[src/rtl/uart_tx_dd.sv]
module uart_tx_dd #(
  parameter int DEPTH  = 16,
  parameter int IDIV_W = 16,
  parameter int FDIV_W = 6
) (
  input  logic              clk,
  input  logic              rst_n,
  input  logic              wr_en,
  input  logic [7:0]        wr_data,
  input  logic              fifo_en,
  input  logic              par_en,
  input  logic              par_odd,
  input  logic [IDIV_W-1:0] div_int,
  input  logic [FDIV_W-1:0] div_frac,
  output logic              txd,
  output logic              busy,
  output logic              full,
  output logic              empty
);
  localparam int AW = $clog2(DEPTH);

  logic [7:0]        mem [DEPTH];
  logic [AW-1:0]     wp, rp;
  logic [AW:0]       cnt_q;
  logic              active;
  logic [9:0]        shreg;
  logic [3:0]        bleft, sub;
  logic [IDIV_W:0]   cnt_b;
  logic              ext;
  logic [FDIV_W-1:0] facc;
  logic [IDIV_W-1:0] lat_int;
  logic [FDIV_W-1:0] lat_frac;

  wire [AW:0]     cap  = fifo_en ? (AW+1)'(DEPTH) : (AW+1)'(1);
  wire            push = wr_en & ~full;
  wire            load = ~active & ~empty;
  wire [7:0]      head = mem[rp];
  wire            pbit = (^head) ^ par_odd;
  wire [IDIV_W:0] per  = {1'b0, lat_int} + {{IDIV_W{1'b0}}, ext};
  wire            tick = active && (cnt_b == per - 1'b1);
  wire [FDIV_W:0] fsum = {1'b0, facc} + {1'b0, lat_frac};

  assign full  = cnt_q >= cap;
  assign empty = cnt_q == '0;
  assign busy  = active | ~empty;

  always_ff @(posedge clk)
    if (push) mem[wp] <= wr_data;

  always_ff @(posedge clk or negedge rst_n)
    if (!rst_n) begin
      wp    <= '0;
      rp    <= '0;
      cnt_q <= '0;
    end else begin
      if (push) wp <= wp + 1'b1;
      if (load) rp <= rp + 1'b1;
      cnt_q <= cnt_q + (AW+1)'(push) - (AW+1)'(load);
    end

  always_ff @(posedge clk or negedge rst_n)
    if (!rst_n) begin
      active   <= 1'b0;
      txd      <= 1'b1;
      shreg    <= '1;
      bleft    <= '0;
      sub      <= '0;
      cnt_b    <= '0;
      ext      <= 1'b0;
      facc     <= '0;
      lat_int  <= '0;
      lat_frac <= '0;
    end else if (load) begin
      active   <= 1'b1;
      txd      <= 1'b0;
      shreg    <= par_en ? {1'b1, pbit, head} : {2'b11, head};
      bleft    <= par_en ? 4'd10 : 4'd9;
      sub      <= '0;
      cnt_b    <= '0;
      ext      <= 1'b0;
      facc     <= '0;
      lat_int  <= div_int;
      lat_frac <= div_frac;
    end else if (tick) begin
      cnt_b <= '0;
      {ext, facc} <= fsum;
      sub <= sub + 1'b1;
      if (sub == 4'd15) begin
        if (bleft == '0) begin
          active <= 1'b0;
          txd    <= 1'b1;
        end else begin
          txd   <= shreg[0];
          shreg <= {1'b1, shreg[9:1]};
          bleft <= bleft - 1'b1;
        end
      end
    end else if (active) begin
      cnt_b <= cnt_b + 1'b1;
    end
endmodule

[config.mk]
export PLATFORM = sky130hd
export DESIGN_NAME = uart_tx_dd
export DESIGN_NICKNAME = d
export VERILOG_FILES = /design/src/rtl/uart_tx_dd.sv
export SDC_FILE = /design/constraint.sdc
export NUM_CORES = 1
export LEC_CHECK = 0
export BUFFER_PORTS_ARGS = -buffer_cell sky130_fd_sc_hd__clkbuf_2
export CORE_UTILIZATION = 32
export DETAILED_ROUTE_END_ITERATION = 6
export HOLD_SLACK_MARGIN = 0.08
export PLACE_DENSITY = 0.56
export SYNTH_ARGS = -nofsm -noshare
export SYNTH_HDL_FRONTEND = slang
export SYNTH_SLANG_ARGS = --single-unit
[constraint.sdc]
create_clock -name clk -period 3 [get_ports clk]
set_input_delay 0.75 -clock clk [delete_from_list [all_inputs] [get_ports clk]]
set_output_delay 0.75 -clock clk [all_outputs]
set_load 0.05 [all_outputs]
==> metrics <==
Final period util=0.971; Rel. slew slack=0.682; final hold slack=0.183 ns; Design Power=7070 µW; max layer used=met4; Top FF cell, synth=edfxtp_1; setup violators final=0; largest net degree at the start of global routing=42; starting density of the core=0.327; initial antenna violation count=0; clock-pin slew on the worst setup and hold paths=0.06 ns; die area=30,200 µm²; CTS H-tree lvls=1; post-synth cell types=63; Reg area=5810 µm²; vias in the first global route=5,774; CP Data Arrival Time=3.30 ns; vias per std cell=4.64; Max FO, Critical Path=6; Std-Cell Core Area=28,900 µm²; worst-case reg-to-reg path depth=8; Port Buf Inserts=39; drt wl/cell=15.9 µm; Synth Area in Simple Gates=0.120; Fillers=2,758; dpl hpwl=13.1 mm; final design utilization=0.392; Post-synth EDFFs=128; Clock Tree Buf Depth=3; syn avg cell area=13.6 µm²; Placement Rows=62; Layout Cells excl Fill=1,184; Place WS=-0.163 ns; ant diodes=0; main combinational cell family by area after synthesis=simple AND/OR/NAND/NOR gates; Total GRT Usage=0.128; r2r setup slk=0.09 ns; GPL Wtd Cong=0.778; clock power share=0.380; combinational power share=0.141; crit path time final=2.91 ns; P_sw=1800 µW; first-pass GRT wire length=30.9 mm; Internal=5270 µW; CP Capture Type=register; Leak=0.00441 µW; multi-input logic area=3530 µm²; final setup margin=0.0871 ns; # IOs=40; routed vias=5,497; hold buffers post-CTS=0; post-synthesis mux area share=0.105; post-route ant nets=0; complex-gate fraction of the synthesized area=0.0422; Hold/Removal Path Class=input pin to async pin; DRT iter0 DRCs=187; synth warn=0; status=complete, no violations; most frequent cells in the layout=edfxtp_1 (128), nand2_1 (91), dfrtp_1 (67); # placed instances=1,141; area delta synth->final=19.9%; clk sinks=206; required time worst endpoint=3.38 ns; root cell of the clock tree=clkbuf_16; met2 wire len=9.37 mm; post-synth net total=757; RSZ-0062 raised after global routing=yes; post-synthesis cell count=693; worst r2r src=lat_int[9]; Nets=849; max_cap viols=0; total global routing overflow=0; worst-margin pin slew=0.473 ns; r2r endpoint=bleft[3]; Clock Skews=0.0196 ns; post-synthesis sequential area ratio=0.615; Final Hold Vio Count=0; startpoint types=register; Power Density=624 nW/µm²; Synth Area in Adders=0.0387; Die Ht=174 µm; Post-Synth XOR/XNOR Area=0.0538; Max Fclk=0.343 GHz; Post-synth ARST share=0.379; worst skew pair latency=0.52 ns; DR pass1 iterations=4; Yosys reg bits=206; met3 wire length=706 µm; DRT met1 WL=8.37 mm; Final Max Tran Viols=0; Critical Path Source=lat_int[9]; total wire length=18.8 mm; most common cell after layout, fill and taps aside=edfxtp_1; Die Width=174 µm; net switching fraction of the power=0.255; layout cells sized above 1=0.265; kind of critical path=register to register; CP endpoint=bleft[3]; sequential fraction of design power=0.479; CTS tree=yes; synthesized area=9440 µm²; CTS Buf Count=23; drt drc=0; VDD IR-drop max=0.480 mV
[per-stage QoR]
stage          instance area (µm²)  setup TNS [ns]
2_1_floorplan                 9520        -0.00355
3_3_place_gp                 10500         -0.0374
3_5_place_dp                 10500          -0.171
4_1_cts                      11200               0
5_1_grt                      11300         -0.0472
6_report                     11300               0
[registers in the layout (all words and copies together), names as in the netlist, 5 cells and up]
name / cells
lat_frac: 6
lat_int: 16
facc: 6
shreg: 9
mem: 128
cnt_q: 5
cnt_b: 17
[power groups by stage]
stage,Clock [µW],Sequential [µW],Combinational [µW]
after floorplan,0,3390,727
after global placement,0,3440,1000
after detailed placement,0,3440,1010
after CTS,2780,3390,1010
after global routing,2880,3410,1130
final,2690,3380,995
[cells by family after synthesis]
logic type | after synthesis
simple gates | 227
compound gates | 63
mux | 54
buf+inv | 57
xor+xnor | 58
flops | 206
fa+ha+maj | 28
[cell type report]
type,count,share of cell area
multi-input combinational,430,0.311
clock buffer,31,0.0561
sequential,206,0.513
timing repair buffer,95,0.0593
clock inverter,9,0.00774
inverter,29,0.00984
tap,384,0.0424
[Yosys cell counts (4+ instances only)]
library cell    n  area, µm²
edfxtp_1      128       3840
nand2_1        91        342
dfrtp_1        68       1700
nor2_1         50        188
mux4_2         36        811
xnor2_1        31        272
inv_1          29        109
xor2_1         27        236
ha_1           26        325
a21oi_1        17       85.1
o21ai_0        16       80.1
mux2i_1        15        150
clkbuf_1       14       52.6
nand3_1        11       55.1
dfstp_2        10        263
nor3_1         10       50.1
and3_1          9       56.3
nor2b_1         8       50.1
buf_1           6       22.5
buf_2           6       30.0
nand4_1         6       37.5
nand2b_1        5       31.3
a221oi_1        4       35.0
a22o_1          4       35.0
nand3b_1        4       30.0
or3_1           4       25.0
[repair_timing]
action                                  4_1_cts  5_1_grt
endpoints found under the setup margin        1       21
gates resized for setup                       1       15
setup buffers                                 0        3
pin swaps                                     1       10
[worst min path at each step]
stage,startpoint,end,slack [ns],depth (start not counted)
after floorplan,rst_n,active,0.45,0
after global placement,lat_frac[2],lat_frac[2],0.48,2
after detailed placement,lat_frac[0],lat_frac[0],0.48,2
after CTS,rst_n,ext,0.18,1
after global routing,rst_n,facc[5],0.20,1
final,rst_n,ext,0.18,1
[routing by layer]
metal  vias up  track usage
li1       2694            -
met1      2700        0.163
met2        76        0.226
met3        27       0.0206
met4         0       0.0303
met5         -            0
[worst max-delay path, cell delays in order (launching register included)]
cell and delay, ns:
dfrtp_1 0.38, or4_4 0.56, or2_1 0.26, or4_4 0.53
a21oi_4 0.14, and4b_2 0.30, nand4_4 0.15, o21ai_1 0.13
or3b_1 0.35
(Power assumes the default switching activity.)
